File: src/rtl/uart_tx_pkg.sv
package uart_tx_pkg;
  typedef enum logic [1:0] {
    ST_IDLE  = 2'd0,
    ST_START = 2'd1,
    ST_DATA  = 2'd2,
    ST_STOP  = 2'd3
  } tx_state_e;

  typedef enum logic [1:0] {
    IDX_NONE = 2'd0,
    IDX_RX   = 2'd1,
    IDX_RDY  = 2'd2,
    IDX_EOT  = 2'd3
  } irq_idx_e;
endpackage

File: src/rtl/uart_tx_baud.sv
module uart_tx_baud #(
  parameter int DIV_W = 16
) (
  input  logic             clk,
  input  logic             rst_n,
  input  logic [DIV_W-1:0] divisor,
  input  logic             run,
  output logic             tick
);
  logic [DIV_W-1:0] cnt_q, cnt_d, div_eff;

  always_comb begin
    div_eff = (divisor == '0) ? DIV_W'(1) : divisor;
    tick    = run && (cnt_q == div_eff - DIV_W'(1));
    if (!run || tick) cnt_d = '0;
    else              cnt_d = cnt_q + DIV_W'(1);
  end

  always_ff @(posedge clk or negedge rst_n) begin
    if (!rst_n) cnt_q <= '0;
    else        cnt_q <= cnt_d;
  end

  // the bit counter never runs past the bit length
  p_cnt_range_r1: assert property (@(posedge clk) disable iff (!rst_n)
    run |-> (cnt_q < div_eff));
endmodule

File: src/rtl/uart_tx_shift.sv
module uart_tx_shift
  import uart_tx_pkg::*;
#(
  parameter int DATA_W = 8,
  localparam int BC_W = (DATA_W > 1) ? $clog2(DATA_W) : 1
) (
  input  logic              clk,
  input  logic              rst_n,
  input  logic              tick,
  input  logic              stop_two,
  input  logic              hold_full,
  input  logic [DATA_W-1:0] hold_data,
  output logic              stop_begin,
  output logic              line_done,
  output logic              busy,
  output logic              txd
);
  tx_state_e         st_q, st_d;
  logic [BC_W-1:0]   bit_q, bit_d;
  logic              stp_q, stp_d;
  logic [DATA_W-1:0] sh_q, sh_d;
  logic              txd_q, txd_d;

  always_comb begin
    st_d       = st_q;
    bit_d      = bit_q;
    stp_d      = stp_q;
    sh_d       = sh_q;
    txd_d      = txd_q;
    stop_begin = 1'b0;
    line_done  = 1'b0;
    unique case (st_q)
      ST_IDLE: begin
        txd_d = 1'b1;
        if (hold_full) begin
          st_d  = ST_START;
          sh_d  = hold_data;
          txd_d = 1'b0;
        end
      end
      ST_START: if (tick) begin
        st_d  = ST_DATA;
        bit_d = '0;
        txd_d = sh_q[0];
      end
      ST_DATA: if (tick) begin
        if (bit_q == BC_W'(DATA_W - 1)) begin
          st_d       = ST_STOP;
          stp_d      = 1'b0;
          txd_d      = 1'b1;
          stop_begin = 1'b1;
        end else begin
          bit_d = bit_q + BC_W'(1);
          sh_d  = sh_q >> 1;
          txd_d = sh_q[1];
        end
      end
      ST_STOP: if (tick) begin
        if (stop_two && !stp_q) begin
          stp_d = 1'b1;
        end else if (hold_full) begin
          st_d  = ST_START;
          sh_d  = hold_data;
          txd_d = 1'b0;
        end else begin
          st_d      = ST_IDLE;
          line_done = 1'b1;
        end
      end
      default: st_d = ST_IDLE;
    endcase
  end

  always_ff @(posedge clk or negedge rst_n) begin
    if (!rst_n) begin
      st_q  <= ST_IDLE;
      bit_q <= '0;
      stp_q <= 1'b0;
      sh_q  <= '0;
      txd_q <= 1'b1;
    end else begin
      st_q  <= st_d;
      bit_q <= bit_d;
      stp_q <= stp_d;
      sh_q  <= sh_d;
      txd_q <= txd_d;
    end
  end

  assign busy = (st_q != ST_IDLE);
  assign txd  = txd_q;

  // idle line high, start bit low
  p_idle_high_r1: assert property (@(posedge clk) disable iff (!rst_n)
    (st_q == ST_IDLE) |-> txd_q);
  p_start_low_r1: assert property (@(posedge clk) disable iff (!rst_n)
    (st_q == ST_START) |-> !txd_q);
  // every stop period keeps the line high
  p_stop_high_r2: assert property (@(posedge clk) disable iff (!rst_n)
    (st_q == ST_STOP) |-> txd_q);
endmodule

File: src/rtl/uart_tx_events.sv
module uart_tx_events
  import uart_tx_pkg::*;
(
  input  logic       clk,
  input  logic       rst_n,
  input  logic       rdy_set,
  input  logic       eot_set,
  input  logic       rdy_clr,
  input  logic       eot_clr,
  input  logic       rdy_ie,
  input  logic       eot_ie,
  input  logic       rx_pend,
  input  logic       rx_ie,
  output logic       rdy_flag,
  output logic       eot_flag,
  output logic [1:0] irq_idx,
  output logic       irq
);
  logic rdy_q, rdy_d, eot_q, eot_d;
  irq_idx_e idx;

  always_comb begin
    rdy_d = rdy_set | (rdy_q & ~rdy_clr);
    eot_d = eot_set | (eot_q & ~eot_clr);
    if (rx_pend && rx_ie)      idx = IDX_RX;
    else if (rdy_q && rdy_ie)  idx = IDX_RDY;
    else if (eot_q && eot_ie)  idx = IDX_EOT;
    else                       idx = IDX_NONE;
  end

  always_ff @(posedge clk or negedge rst_n) begin
    if (!rst_n) begin
      rdy_q <= 1'b0;
      eot_q <= 1'b0;
    end else begin
      rdy_q <= rdy_d;
      eot_q <= eot_d;
    end
  end

  assign rdy_flag = rdy_q;
  assign eot_flag = eot_q;
  assign irq_idx  = idx;
  assign irq      = (idx != IDX_NONE);

  // flags persist without a clear
  p_rdy_sticky_r7: assert property (@(posedge clk) disable iff (!rst_n)
    (rdy_q && !rdy_clr) |=> rdy_q);
  p_eot_sticky_r7: assert property (@(posedge clk) disable iff (!rst_n)
    (eot_q && !eot_clr) |=> eot_q);
  // a pending enabled receive request always wins
  p_rx_first_r8: assert property (@(posedge clk) disable iff (!rst_n)
    (rx_pend && rx_ie) |-> (irq_idx == IDX_RX));
endmodule

File: src/rtl/uart_tx_eot.sv
module uart_tx_eot #(
  parameter int DIV_W  = 16,
  parameter int DATA_W = 8
) (
  input  logic              clk,
  input  logic              rst_n,
  input  logic [DIV_W-1:0]  divisor,
  input  logic              stop_two,
  input  logic              wr_valid,
  input  logic [DATA_W-1:0] wr_data,
  input  logic              rdy_ie,
  input  logic              eot_ie,
  input  logic              rdy_clr,
  input  logic              eot_clr,
  input  logic              rx_pend,
  input  logic              rx_ie,
  output logic              rdy_flag,
  output logic              eot_flag,
  output logic [1:0]        irq_idx,
  output logic              irq,
  output logic              txd
);
  logic              hold_full_q, hold_full_d;
  logic [DATA_W-1:0] hold_data_q, hold_data_d;
  logic              accept, tick, busy, stop_begin, line_done;

  always_comb begin
    accept      = wr_valid && !hold_full_q;
    hold_data_d = accept ? wr_data : hold_data_q;
    if (stop_begin)  hold_full_d = 1'b0;
    else if (accept) hold_full_d = 1'b1;
    else             hold_full_d = hold_full_q;
  end

  always_ff @(posedge clk or negedge rst_n) begin
    if (!rst_n) begin
      hold_full_q <= 1'b0;
      hold_data_q <= '0;
    end else begin
      hold_full_q <= hold_full_d;
      hold_data_q <= hold_data_d;
    end
  end

  uart_tx_baud #(.DIV_W(DIV_W)) i_baud (
    .clk(clk), .rst_n(rst_n), .divisor(divisor), .run(busy), .tick(tick)
  );

  uart_tx_shift #(.DATA_W(DATA_W)) i_shift (
    .clk(clk), .rst_n(rst_n), .tick(tick), .stop_two(stop_two),
    .hold_full(hold_full_q), .hold_data(hold_data_q),
    .stop_begin(stop_begin), .line_done(line_done), .busy(busy), .txd(txd)
  );

  uart_tx_events i_events (
    .clk(clk), .rst_n(rst_n), .rdy_set(stop_begin), .eot_set(line_done),
    .rdy_clr(rdy_clr), .eot_clr(eot_clr), .rdy_ie(rdy_ie), .eot_ie(eot_ie),
    .rx_pend(rx_pend), .rx_ie(rx_ie), .rdy_flag(rdy_flag),
    .eot_flag(eot_flag), .irq_idx(irq_idx), .irq(irq)
  );

  // an occupied holding register keeps its byte
  p_hold_kept_r6: assert property (@(posedge clk) disable iff (!rst_n)
    (hold_full_q && wr_valid && !stop_begin) |=> $stable(hold_data_q));
  // the ready flag rises only with the line high and the holding register free
  p_rdy_at_stop_r3: assert property (@(posedge clk) disable iff (!rst_n)
    $rose(rdy_flag) |-> (txd && !hold_full_q));
  // the end flag rises only on an idle line with nothing queued
  p_eot_empty_r4: assert property (@(posedge clk) disable iff (!rst_n)
    $rose(eot_flag) |-> (txd && !busy && !hold_full_q));
endmodule

File: config.mk
export PLATFORM = sky130hd
export DESIGN_NAME = uart_tx_eot
export DESIGN_NICKNAME = d
export VERILOG_FILES = /design/src/rtl/uart_tx_pkg.sv /design/src/rtl/uart_tx_baud.sv /design/src/rtl/uart_tx_shift.sv /design/src/rtl/uart_tx_events.sv /design/src/rtl/uart_tx_eot.sv
export SDC_FILE = /design/constraint.sdc
export NUM_CORES = 1
export LEC_CHECK = 0
export ABC_AREA = 1
export CAP_MARGIN = 30
export CORE_MARGIN = 4
export CORE_UTILIZATION = 25
export DETAILED_ROUTE_END_ITERATION = 7
export GPL_ROUTABILITY_DRIVEN = 0
export SYNTH_ARGS = -nofsm -noshare
export SYNTH_HDL_FRONTEND = slang
export SYNTH_SLANG_ARGS = --single-unit
File: constraint.sdc
create_clock -name clk -period 4.63 [get_ports clk]
set_input_delay 0.463 -clock clk [delete_from_list [all_inputs] [get_ports clk]]
set_output_delay 0.463 -clock clk [all_outputs]
set_load 0.05 [all_outputs]
# Yosys cells after proc, flatten, opt, wreduce, memory -nomap -nowiden
# Cells that the tools add are included.
# totals
wordCells,100
ff_bits,42
output_inout_bits,6
# op_classes
reduce_logical,23
n_addsub,3
bitwise,6
muxes,44
eq_ne,14
# ops
cell,n
8-bit 2-to-1 mux,5
16-bit 2-to-1 mux,2
8-bit case mux with 3 select lines,1
1-bit 2-to-1 mux,20
2-bit 2-to-1 mux,9
16-bit by 1-bit adder with 16-bit output (second input constant),1
16-bit equality test,1
16-bit zero test,1
16-bit by 1-bit subtractor with 16-bit output (second input constant),1
5-bit AND reduction,3
2-bit != test (second input constant),7
2-bit nonzero test,5
3-bit 2-to-1 mux,3
2-bit case mux with 4 select lines,1
1-bit logical AND,6
3-bit case mux with 2 select lines,1
6-bit AND reduction,1
2-bit equality test (second input constant),2
2-bit by 1-bit != test with 1-bit output (second input constant),2
1-bit case mux with 4 select lines,1
4-bit AND reduction,1
3-bit by 1-bit adder with 3-bit output (second input constant),1
3-bit equality test (second input constant),1
1-bit zero test,3
8 further kinds,11

# Depth between registers and ports, before layout
# depth
depth_word,8
ltp_mapped,23
depth_no_buf,22

# Modules after synthesis
# Synthesis repeated with hierarchy kept, for this count alone.
# hier_totals
hier_cells,474
area_unflattened_um2,3283.1
# modules_own_cells
module,area_each_um2,instances,cells_per_inst,seq_area_each_um2
uart_tx_baud,1736.7,1,273,400.4
uart_tx_shift,1074.8,1,149,376.6
uart_tx_eot,359.1,1,38,225.2
uart_tx_events,112.6,1,14,50.0

# Least setup slack after synthesis
# OpenSTA, ideal clock, no wires.
# synth_timing
kind,in2reg
from,input port divisor[5]
to,register i_shift.sh_q[6]
n_path_buf,1
cell_stages,20
arrival_ps,2634
setup_time_ps,122
slack_ps,1874
cell_sequence,nor2_1 -> nand2_2 -> nor2_8 -> nand2_8 -> nand2_1 -> inv_1 -> ha_1 -> nand2_1 -> inv_1 -> nand2_1 -> xnor3_1 -> nor2_1 -> nand2_1 -> nor2_2 -> nand3_2 -> o21ai_2 -> nand2_2 -> buf_6 -> nand2_2 -> o21ai_2
# synth_via
elab_chain_len,7
word_cells_on_any_way,8
# synth_lines
item,line_no,rtl
from (decl),uart_tx_eot.sv:7,"input logic [DIV_W-1:0] divisor,"
16-bit zero test,uart_tx_baud.sv:13,div_eff = (divisor == '0) ? DIV_W'(1) : divisor;
16-bit 2-to-1 mux *,uart_tx_baud.sv:13,
16-bit by 1-bit subtractor with 16-bit output *,uart_tx_baud.sv:14,tick = run && (cnt_q == div_eff - DIV_W'(1));
16-bit equality test *,uart_tx_baud.sv:14,
1-bit logical AND *,uart_tx_baud.sv:14,
2-bit != test (no line),n/a,
5-bit AND reduction (no line) *,n/a,
to (signal assigned),uart_tx_shift.sv:79,sh_q <= '0;
to (signal assigned),uart_tx_shift.sv:85,sh_q <= sh_d;
to (decl),uart_tx_shift.sv:21,"logic [DATA_W-1:0] sh_q, sh_d;"
# Mark *: on every way between the ends. The rest lies on a longest branch, timed or not.
# A chain may end at the register's enable or synchronous reset.

# Worst setup path after layout
# layout_timing
from,input port divisor[9]
to,register i_shift.sh_q[0]
# Same word-level chain as after synthesis.

==> out/results.ini <==
[synth]
synth_top_family_by_area=simple AND/OR/NAND/NOR gates
synthDistinctLibCells=34
seq_area_frac_synth=0.375
syn-num-nets=386
synth_fa_ha_area_frac=0.0402
synth_xor_area_frac=0.0674
synth_mux_area_frac=0.0535
avgSynthCellArea_sq_um=8.17
synthCells=343
syn-cell-area_sq_um=2800
synthSimpleGateAreaFrac=0.325
synth-seq-cells=42
ys_warn_count=0
synth-compound-area-share=0.0763

[timing]
finalCritPeriodShare=0.730
slew_headroom=0.591
fin_worst_skew_ps=6.19
slew_violations=0
hold_violations=0
fin_setup_tns_ps=0
setup_violations=0
worstMarginPinSlew_ps=613
max_freq_ghz=0.296
holdWs_ps=133
post-route-min-period_ps=3380
rsz0062_at_grt=no

[worst_hold_path]
hp-class=input port to async pin

[cts]
htree_num_levels=2
cts_tree=done
cts.sinks=42
post_cts_buffers=0
cts_buffer_depth=2
cts_buffers=5
clkTransAtPathRegs_ps=70
cts_resized=0
cts-hold-fix-buffers=0
clock_latency_ps=290
cts-root-buf=clkbuf_8

[detailed_routing]
drt_first_pass_iters=6
ant_nets=0
drc=0
viasPerCell=4.34
wl_um=5900
num_vias=2294
drtIter0Drc=134
wl_per_cell_um=11.2

[setup_path]
worstRegToRegCells=7
worstPathRequired_ps=4800
cp_data_arrival_time_ps=3550
reg2reg_setup_slack_ps=1980
crit_path_max_incr_delay_ps=550
cpMaxStageDelayCell=clkdlybuf4s50_1
cp_max_fo=16
endpoint_kind=register
cp_cell_sequence=clkdlybuf4s50_1 -> nor2_4 -> nand2_4 -> nor2_8 -> nand2_8 -> nand2_1 -> inv_1 -> ha_1 -> nand2_1 -> inv_1 -> nand2_1 -> xnor3_1 -> nor2_1 -> nand2_1 -> nor2_2 -> nand3_2 -> o21ai_2 -> nand2_2 -> nand2_1 -> o21ai_2
crit_top_cell=nand2_1
worstReg2RegStart=i_shift.st_q[0]
crit_type=input port to register
crit_start=divisor[9]
critPathLaunchType=input port
r2r-end=i_shift.sh_q[0]

[global_routing]
grt_pass1_vias=2301
grt_max_degree=43
track_usage=0.0944
globalRouteOverflowTotal=0
antenna_found_initial=0
grt_first_pass_wirelength_um=10200

[floorplan]
die_x_um=114
start_util=0.258
rows=38
fp.dieArea_sq_um=13000
die_y_um=114
io_pins=40
core_sq_um=10900

[finish]
syn_to_final_growth_pct=24.1
drive_gt1_frac=0.137
final_cell_mix=nand2_1 (79), dfrtp_1 (41), inv_1 (40), clkdlybuf4s50_1 (38), nor2_1 (34)
n_antenna_cell=0
final_nets=430
mostFrequentLayoutCell=nand2_1
post-route-util=0.320
fin_area_sq_um=3480

[job]
maxCapViolCount=0

[status]
status=finished clean

[pwr]
ir_drop_uv=183
leakage_nw=1.55
power.density_nw_per_um2=350
p_total_mw=1.22

[placement]
dpl.hpwl_um=4650
io_buffers=39
placed_area_sq_um=3340

synth_stat cells, drive strengths merged:
cell	number	share of area
a2111oi	2	0.0062
o21ai	22	0.053
o31ai	1	0.0027
xnor2	7	0.022
nor2	45	0.086
o22ai	1	0.0022
nand3b	3	0.0080
nand2	87	0.13
dfrtp	41	0.37
buf	3	0.0076
nand4	7	0.016
dfstp	1	0.0094
mux2i	6	0.021
nor3	7	0.012
nor3b	10	0.027
nand3	19	0.037
inv	41	0.055
xnor3	1	0.0080
ha	9	0.040
xor2	12	0.037
a21oi	7	0.012
mux2	8	0.032
or2	2	0.0045
nor4	1	0.0022
layer usage:
layer,part of all wire,up-vias,track usage
li1,-,1204,-
met1,0.47,1045,0.120
met2,0.48,36,0.160
met3,0.038,9,0.0218
met4,0.015,0,0.0285
met5,0,-,0
layout make-up:
cell class                      count  area (sq um)
Fill cell                        1140          7410
Multi-Input combinational cell    257          1580
Sequential cell                    42          1050
Timing Repair Buffer               40           413
Tap cell                          140           175
Inverter                           41           154
Clock buffer                        8           110
state kept, by name, indices dropped and copies added, names as in the netlist:
register,flops
hold_full_q,1
i_baud.cnt_q,16
i_shift.sh_q,8
i_shift.bit_q,3
hold_data_q,8
i_shift.stp_q,1
i_shift.st_q,2
i_events.eot_flag,1
i_events.rdy_flag,1
i_shift.txd,1
cell families (layout without fill, tap and decap cells):
family,Yosys count,count (layout)
compound gates,33,33
xor+xnor,20,20
fa+ha+maj,9,9
buf+inv,44,89
flops,42,42
mux,14,14
simple gates,181,181
critical path: cells and delay by family:
family / cells / cell delay [ps]
fa+ha+maj: 1 / 220
simple gates: 13 / 1780
compound gates: 2 / 140
xor+xnor: 1 / 220
buf+inv: 3 / 710
per-stage QoR:
stage               setup slack [ps]  cells
detailed placement               958    519
global route                     980    528
CTS                             1270    527
finish                          1250    528
global placement                1090    519
floorplan                       1870    343
report_power, final:
group / switching (mW) / internal (mW)
Clock: 0.121 / 0.151
Sequential: 0.0415 / 0.425
Combinational: 0.296 / 0.183
worst max path at each step:
stage / end / slack, ps
floorplan: i_shift.sh_q[6] / 1870
global placement: i_shift.sh_q[5] / 1090
detailed placement: i_shift.sh_q[5] / 960
CTS: i_shift.sh_q[0] / 1270
global route: i_shift.sh_q[5] / 980
finish: i_shift.sh_q[0] / 1250
No activity file was read; power rests on OpenSTA's default activity.
